--- src/rtl/pal_pkg.sv ---
// Shared sizes and helpers for the product-term array.
// Assumes eight outputs with eight terms each, over sixteen array signals.
package pal_pkg;
    localparam int N_OUT = 8;
    localparam int N_TPO = 8;
    localparam int N_SIG = 16;
    localparam int N_COL = 2 * N_SIG;
    localparam int N_ROW = N_OUT * N_TPO;
    localparam int ROW_W = $clog2(N_ROW);
    localparam int SEL_W = $clog2(N_OUT);

    // True when output j is registered for a given register count.
    function automatic logic out_is_reg(input int num_reg, input int j);
        int edge_n;
        edge_n = (N_OUT - num_reg) / 2;
        return (j >= edge_n) && (j < N_OUT - edge_n);
    endfunction

    // Bit mask of the registered outputs.
    function automatic logic [N_OUT-1:0] reg_mask(input int num_reg);
        logic [N_OUT-1:0] m;
        for (int j = 0; j < N_OUT; j++) m[j] = out_is_reg(num_reg, j);
        return m;
    endfunction
endpackage

--- src/rtl/pal_fuse_map.sv ---
// Connection-map storage: one word per product row.
// Assumes the write strobe is already qualified by the configuration session.
module pal_fuse_map #(
    parameter int N_ROW = 64,
    parameter int N_COL = 32,
    parameter int ROW_W = $clog2(N_ROW)
) (
    input  logic                         clk,
    input  logic                         rst_n,
    input  logic                         wr_en,
    input  logic [ROW_W-1:0]             wr_row,
    input  logic [N_COL-1:0]             wr_word,
    output logic [N_ROW-1:0][N_COL-1:0]  map_o
);
    // Clear on reset, otherwise write one row per strobe.
    always_ff @(posedge clk) begin
        if (!rst_n) begin
            map_o <= '0;
        end else if (wr_en) begin
            map_o[wr_row] <= wr_word;
        end
    end
endmodule

--- src/rtl/pal_and_plane.sv ---
// AND plane: each row is the AND of the literals its map word connects.
// Column 2k is signal k, column 2k+1 its complement; an empty row is 1.
module pal_and_plane #(
    parameter int N_SIG = 16,
    parameter int N_ROW = 64,
    localparam int N_COL = 2 * N_SIG
) (
    input  logic [N_SIG-1:0]             sig,
    input  logic [N_ROW-1:0][N_COL-1:0]  map_i,
    output logic [N_ROW-1:0]             terms
);
    logic [N_COL-1:0] lit;

    // Interleave the true and complement literals.
    always_comb begin
        for (int k = 0; k < N_SIG; k++) begin
            lit[2*k]     = sig[k];
            lit[2*k + 1] = ~sig[k];
        end
    end

    for (genvar r = 0; r < N_ROW; r++) begin : g_row
        // Unconnected columns force a 1 into the AND.
        assign terms[r] = &(~map_i[r] | lit);
    end
endmodule

--- src/rtl/pal_reg_cell.sv ---
// Output register: sums its term group, supports direct preload.
// Assumes preload and hold are decided by the caller; resets to 1.
module pal_reg_cell #(
    parameter int N_TPO = 8
) (
    input  logic             clk,
    input  logic             rst_n,
    input  logic             hold,
    input  logic             pre_ld,
    input  logic             pre_bit,
    input  logic [N_TPO-1:0] sum_in,
    output logic             q
);
    // Reset high, preload inverted pin level, else capture the OR sum.
    always_ff @(posedge clk) begin
        if (!rst_n) begin
            q <= 1'b1;
        end else if (pre_ld) begin
            q <= ~pre_bit;
        end else if (!hold) begin
            q <= |sum_in;
        end
    end
endmodule

--- src/rtl/pal_array.sv ---
// Top of the configurable product-term array.
// Registers sit on the middle outputs; the rest are combinational outputs
// with a per-output enable term. Pins are modelled as value plus enable.
module pal_array
    import pal_pkg::*;
#(
    parameter int NUM_REG = 4
) (
    input  logic             clk,
    input  logic             rst_n,
    input  logic             cfg_mode,
    input  logic             cfg_we,
    input  logic [5:0]       cfg_row,
    input  logic [31:0]      cfg_word,
    input  logic [7:0]       dat_in,
    input  logic             aux_in,
    input  logic             oe_n,
    input  logic             pre_en,
    input  logic [2:0]       pre_sel,
    input  logic [7:0]       pin_in,
    output logic [7:0]       pin_out,
    output logic [7:0]       pin_oe
);
    localparam int N_IN = N_SIG - N_OUT;

    logic [N_ROW-1:0][N_COL-1:0] map_w;
    logic [N_ROW-1:0]            terms;
    logic [N_SIG-1:0]            sig;
    logic [N_OUT-1:0]            fb;
    logic                        cfg_seen;
    logic                        armed;
    logic                        hold_all;

    pal_fuse_map #(.N_ROW(N_ROW), .N_COL(N_COL), .ROW_W(ROW_W)) map_i (
        .clk     (clk),
        .rst_n   (rst_n),
        .wr_en   (cfg_mode && cfg_we),
        .wr_row  (cfg_row),
        .wr_word (cfg_word),
        .map_o   (map_w)
    );

    pal_and_plane #(.N_SIG(N_SIG), .N_ROW(N_ROW)) plane_i (
        .sig   (sig),
        .map_i (map_w),
        .terms (terms)
    );

    // Remember that a configuration session has taken place since reset.
    always_ff @(posedge clk) begin
        if (!rst_n) begin
            cfg_seen <= 1'b0;
        end else if (cfg_mode) begin
            cfg_seen <= 1'b1;
        end
    end

    assign armed    = cfg_seen && !cfg_mode;
    assign hold_all = cfg_mode || pre_en;
    assign sig[N_IN-1:0] = dat_in;

    for (genvar j = 0; j < N_OUT; j++) begin : g_sig
        if (NUM_REG == 0 && j == 0) begin : g_aux
            assign sig[N_IN + j] = aux_in;
        end else if (NUM_REG == 0 && j == N_OUT - 1) begin : g_oen
            assign sig[N_IN + j] = oe_n;
        end else begin : g_fb
            assign sig[N_IN + j] = fb[j];
        end
    end

    if (NUM_REG != 0) begin : g_aux_idle
        logic unused_aux;
        assign unused_aux = aux_in;
    end

    for (genvar j = 0; j < N_OUT; j++) begin : g_out
        if (out_is_reg(NUM_REG, j)) begin : g_reg
            logic q;
            pal_reg_cell #(.N_TPO(N_TPO)) reg_i (
                .clk     (clk),
                .rst_n   (rst_n),
                .hold    (hold_all),
                .pre_ld  (pre_en && !cfg_mode && (pre_sel == SEL_W'(j))),
                .pre_bit (pin_in[j]),
                .sum_in  (terms[j*N_TPO +: N_TPO]),
                .q       (q)
            );
            assign fb[j]      = q;
            assign pin_out[j] = ~q;
            assign pin_oe[j]  = armed && !oe_n && !pre_en;
        end else begin : g_cmb
            assign fb[j]      = pin_in[j];
            assign pin_oe[j]  = armed && terms[j*N_TPO];
            assign pin_out[j] = ~|terms[j*N_TPO + 1 +: N_TPO - 1];
        end
    end
endmodule

--- config.mk ---
export PLATFORM = sky130hd
export DESIGN_NAME = pal_array
export DESIGN_NICKNAME = d
export VERILOG_FILES = /design/src/rtl/pal_pkg.sv /design/src/rtl/pal_fuse_map.sv /design/src/rtl/pal_and_plane.sv /design/src/rtl/pal_reg_cell.sv /design/src/rtl/pal_array.sv
export SDC_FILE = /design/constraint.sdc
export NUM_CORES = 2
export LEC_CHECK = 0
export ABC_AREA = 1
export BUFFER_PORTS_ARGS = -buffer_cell sky130_fd_sc_hd__buf_2
export CAP_MARGIN = 25
export CORE_ASPECT_RATIO = 1.25
export CORE_UTILIZATION = 55
export CTS_CLUSTER_SIZE = 16
export DETAILED_ROUTE_END_ITERATION = 12
export GPL_ROUTABILITY_DRIVEN = 0
export PLACE_DENSITY = 0.71
export REMOVE_ABC_BUFFERS = 1
export SLEW_MARGIN = 10
export SYNTH_ARGS = -nofsm -noshare
export SYNTH_HDL_FRONTEND = slang
export SYNTH_SLANG_ARGS = --single-unit
--- constraint.sdc ---
create_clock -name clk -period 6.7 [get_ports clk]
set_input_delay 1.34 -clock clk [delete_from_list [all_inputs] [get_ports clk]]
set_output_delay 1.34 -clock clk [all_outputs]
set_load 0.01 [all_outputs]
==> impl_metrics.csv <==
group,metric,value,unit
clock_network,clockBufferDepth,3,
worst_setup_path,path_class,"in -> out",
logic_synthesis,yosysTopAreaCell,"dfxtp_1",
power_and_ir_drop,cellPowerDensity,275.9,nW/um^2
power_and_ir_drop,seq_power_share,50.1,%
logic_synthesis,netlist_instances,10750,
logic_synthesis,synth.distinct_cells,34,
clock_network,cts-root-buf,"clkbuf_16",
worst_setup_path,cp_data_required_time,5.36,ns
logic_synthesis,yosys-top-cells-area,"dfxtp_1 51%, o21ai_0 13%, a21oi_1 13%, nand2_1 10%, clkbuf_1 4.4%",
global_routing,grt_max_degree,240,
sta,max_freq,190.4,MHz
sta,finalHoldViolCount,0,
worst_setup_path,end_kind,"output pin",
sta,setup_viol,0,
placed_design,postPlaceCellArea,81780,sq um
sta,drv_slew,0,
global_routing,antenna_found_initial,8,
final_layout,finalInstanceArea,88910,sq um
sta,tns,0,ns
min_path,hold_path_class,"reg -> reg",
clock_network,hold_buffers,0,
clock_network,clock_latency,0.85,ns
power_and_ir_drop,switchingPower,6.083,mW
logic_synthesis,yosys_warnings,0,
run_status,violations,"DRC",
power_and_ir_drop,clkPwrFrac,43.7,%
die,initial_core_util,55.40,%
placed_design,io_buffers,78,
clock_network,cts_tree,"done",
worst_setup_path,crit_path_start_kind,"input port",
routing,drc_errors,4,
global_routing,grt_use_total,37.76,%
routing,viasPerCell,6.241,
worst_setup_path,cp_max_fo,33,
run_status,status,"complete, but fails checks",
worst_setup_path,crit_chain,"buf_4 > inv_4 > nand2_1 > nand2_1 > nor2_1 > nand4_1 > nor3_1 > nand2_1 > nand3_1 > nor2_1 > buf_2",
logic_synthesis,yosysSeqAreaShare,50.69,%
sta,finalCriticalPeriod,5.253,ns
final_layout,fillers,12770,
clock_network,path_clk_slew,0.06,ns
die,ios,80,
final_layout,fin_nets,10250,
power_and_ir_drop,p_leak,36.11,nW
sta,rsz0062_at_grt,"false",
power_and_ir_drop,swShare,24.80,%
power_and_ir_drop,total_power,24.53,mW
worst_setup_path,cp_common_cell,"nand2_1",
power_and_ir_drop,combPwrFrac,6.2,%
worst_setup_path,arrival,3.91,ns
logic_synthesis,synth.top_cell.area_share,50.69,%
die,die_height,431.3,um
global_routing,grt_pass1_vias,68090,
final_layout,final_util,60.76,%
worst_setup_path,slowest_stage,"buf_4",
placed_design,hpwl,151600,um
routing,drtIter0Drc,10450,
die,coreArea,146300,sq um
routing,antenna_left,0,
die,die_w,345.4,um
clock_network,cts_setup_buffers,0,
worst_setup_path,cp.buffers_inverters,3,
logic_synthesis,ys_ff_latch,2053,
power_and_ir_drop,internal_power,18.45,mW
die,core.rowCount,157,
global_routing,grt_first_pass_wirelength,427800,um
routing,post_drt_wl_per_cell,23.84,um
die,die-area,149000,sq um
clock_network,numCtsBuffers,189,
routing,wirelength,291700,um
worst_setup_path,slowest_delay,0.61,ns
sta,relSlewSlack,19.05,%
routing,drt_pre_antenna_iters,11,
final_layout,area_growth,9.663,%
clock_network,clock_sinks,2053,
worst_setup_path,worst_path_dominant_cell_family,"buffers and inverters",
sta,tightestPinTransition,1.214,ns
logic_synthesis,syn_area,81080,sq um
run,max_cap_viol_count,0,
logic_synthesis,avgSynthCellArea,7.546,sq um
clock_network,ctsResizeCount,0,
clock_network,htree_levels,4,
routing,vias,76370,
power_and_ir_drop,vdd_drop_max,0.2981,mV
final_layout,layout-drive-gt1-share,6.953,%
global_routing,grt_overflow,0,
sta,period_share,78.41,%
sta,fin_skew,0.02480,ns
==> layout make-up <==
type	instances	area (sq um)	area share [%]
flip-flops and latches	2053	41110	46.24
clock buffers	286	5620	6.321
multi-input cells	7406	35400	39.82
diodes	2	5.005	0.005629
repair buffers	268	2855	3.211
well taps	1908	2387	2.685
inverters	265	1106	1.244
clock inverters	48	424.2	0.4770
==> cells in the mapped netlist, drive strengths merged <==
| cell | n |
|---|---|
| nand2 | 2174 |
| o21ai | 2086 |
| a21oi | 2082 |
| dfxtp | 2053 |
| clkbuf | 943 |
| nor2 | 497 |
| inv | 261 |
| nand4 | 160 |
| mux2i | 117 |
| nand3 | 98 |
| buf | 78 |
| or2 | 32 |
| nand3b | 27 |
| a21boi | 23 |
| o22ai | 23 |
| nor3 | 21 |
| a22oi | 17 |
| a221oi | 16 |
| a22o | 14 |
| a211oi | 5 |
| o2111ai | 5 |
| clkinv | 4 |
| nor4 | 4 |
| nor3b | 2 |
| o31ai | 2 |
| a2111oi | 1 |
==> tightest hold or removal path, delay by kind of cell, from the launching register on <==
family | cells | cell delay, ns
buf+inv | 1 | 0.04
flops | 1 | 0.31
compound gates | 1 | 0.05
==> metrics by stage <==
stage	hold WS, ns	std cells	setup slack, ns
global route	0.4619	12230	1.451
global placement	0.4303	11840	1.612
floorplan	0.4199	9724	1.528
detailed placement	0.4344	11850	1.604
finish	0.4440	12240	1.447
CTS	0.4445	12180	1.602
==> power groups by stage <==
stage / Clock (mW) / Sequential [mW] / Combinational (mW)
after CTS: 10.7 / 12.3 / 1.42
after global placement: 0 / 12.6 / 1.41
after detailed placement: 0 / 12.6 / 1.42
after floorplan: 0 / 12.6 / 0.415
after global routing: 11.2 / 12.3 / 1.49
final: 10.7 / 12.3 / 1.51
==> cells in the final DEF (no fill, tap or decap), types with 4 or more instances in the layout <==
cell | Yosys | final
nor2_1 | 439 | 437
inv_2 | 18 | 12
buf_16 | 0 | 13
o21ai_0 | 2086 | 2086
nand2_1 | 2173 | 2172
a21boi_0 | 23 | 23
a21oi_1 | 2082 | 2082
dfxtp_1 | 2053 | 2049
buf_4 | 3 | 130
mux2i_1 | 117 | 117
clkbuf_1 | 943 | 50
a211oi_1 | 5 | 5
a22oi_1 | 17 | 17
clkbuf_16 | 0 | 194
a221oi_1 | 16 | 16
dfxtp_4 | 0 | 4
nor2_4 | 0 | 58
buf_12 | 0 | 59
buf_2 | 43 | 65
bufinv_16 | 0 | 5
o22ai_1 | 23 | 23
a22o_1 | 14 | 14
clkbuf_8 | 0 | 42
nand3_1 | 95 | 93
clkinv_2 | 0 | 37
nand3b_1 | 27 | 27
o2111ai_1 | 5 | 5
nor3_1 | 19 | 19
nand3_2 | 3 | 5
inv_1 | 243 | 206
nand4_1 | 159 | 159
or2_2 | 32 | 32
inv_4 | 0 | 42
clkinvlp_4 | 0 | 4
==> logic make-up (layout without fill, tap and decap cells) <==
group / count (synthesis) / count (layout) / share of synthesized area [%]
and+or+nand+nor: 3015 / 3015 / 15.10
muxes: 117 / 117 / 1.444
buffers and inverters: 1286 / 867 / 6.034
DFF: 2053 / 2053 / 50.69
AOI/OAI and AO/OA: 4274 / 4274 / 26.73
other: 0 / 2 / 0
==> state kept, by name (all words and copies together) (netlist names) <==
signal	cells
g_out.g_reg.reg_i.q	4
map_i.map_o	2048
cfg_seen	1
==> routing by layer <==
metal / global-route usage (%) / vias to the layer above / wire (um)
li1: - / 35180 / -
met1: 47.39 / 35760 / 109900
met2: 60.39 / 4339 / 130100
met3: 6.595 / 1089 / 31200
met4: 23.54 / 4 / 20440
met5: 0 / - / 30
==> worst paths after layout <==
path	slack (ns)	startpoint	end	cells past startpoint
hold / removal	0.44	map_i.map_o[1878]	map_i.map_o[1878]	2
setup reg to reg	3.21	g_out[3].g_reg.reg_i.q	g_out[2].g_reg.reg_i.q	14
hold reg to reg	0.44	map_i.map_o[1878]	map_i.map_o[1878]	2
setup / recovery	1.45	dat_in[1]	pin_out[6]	11
Note: power is estimated with default switching activity, not from simulation.
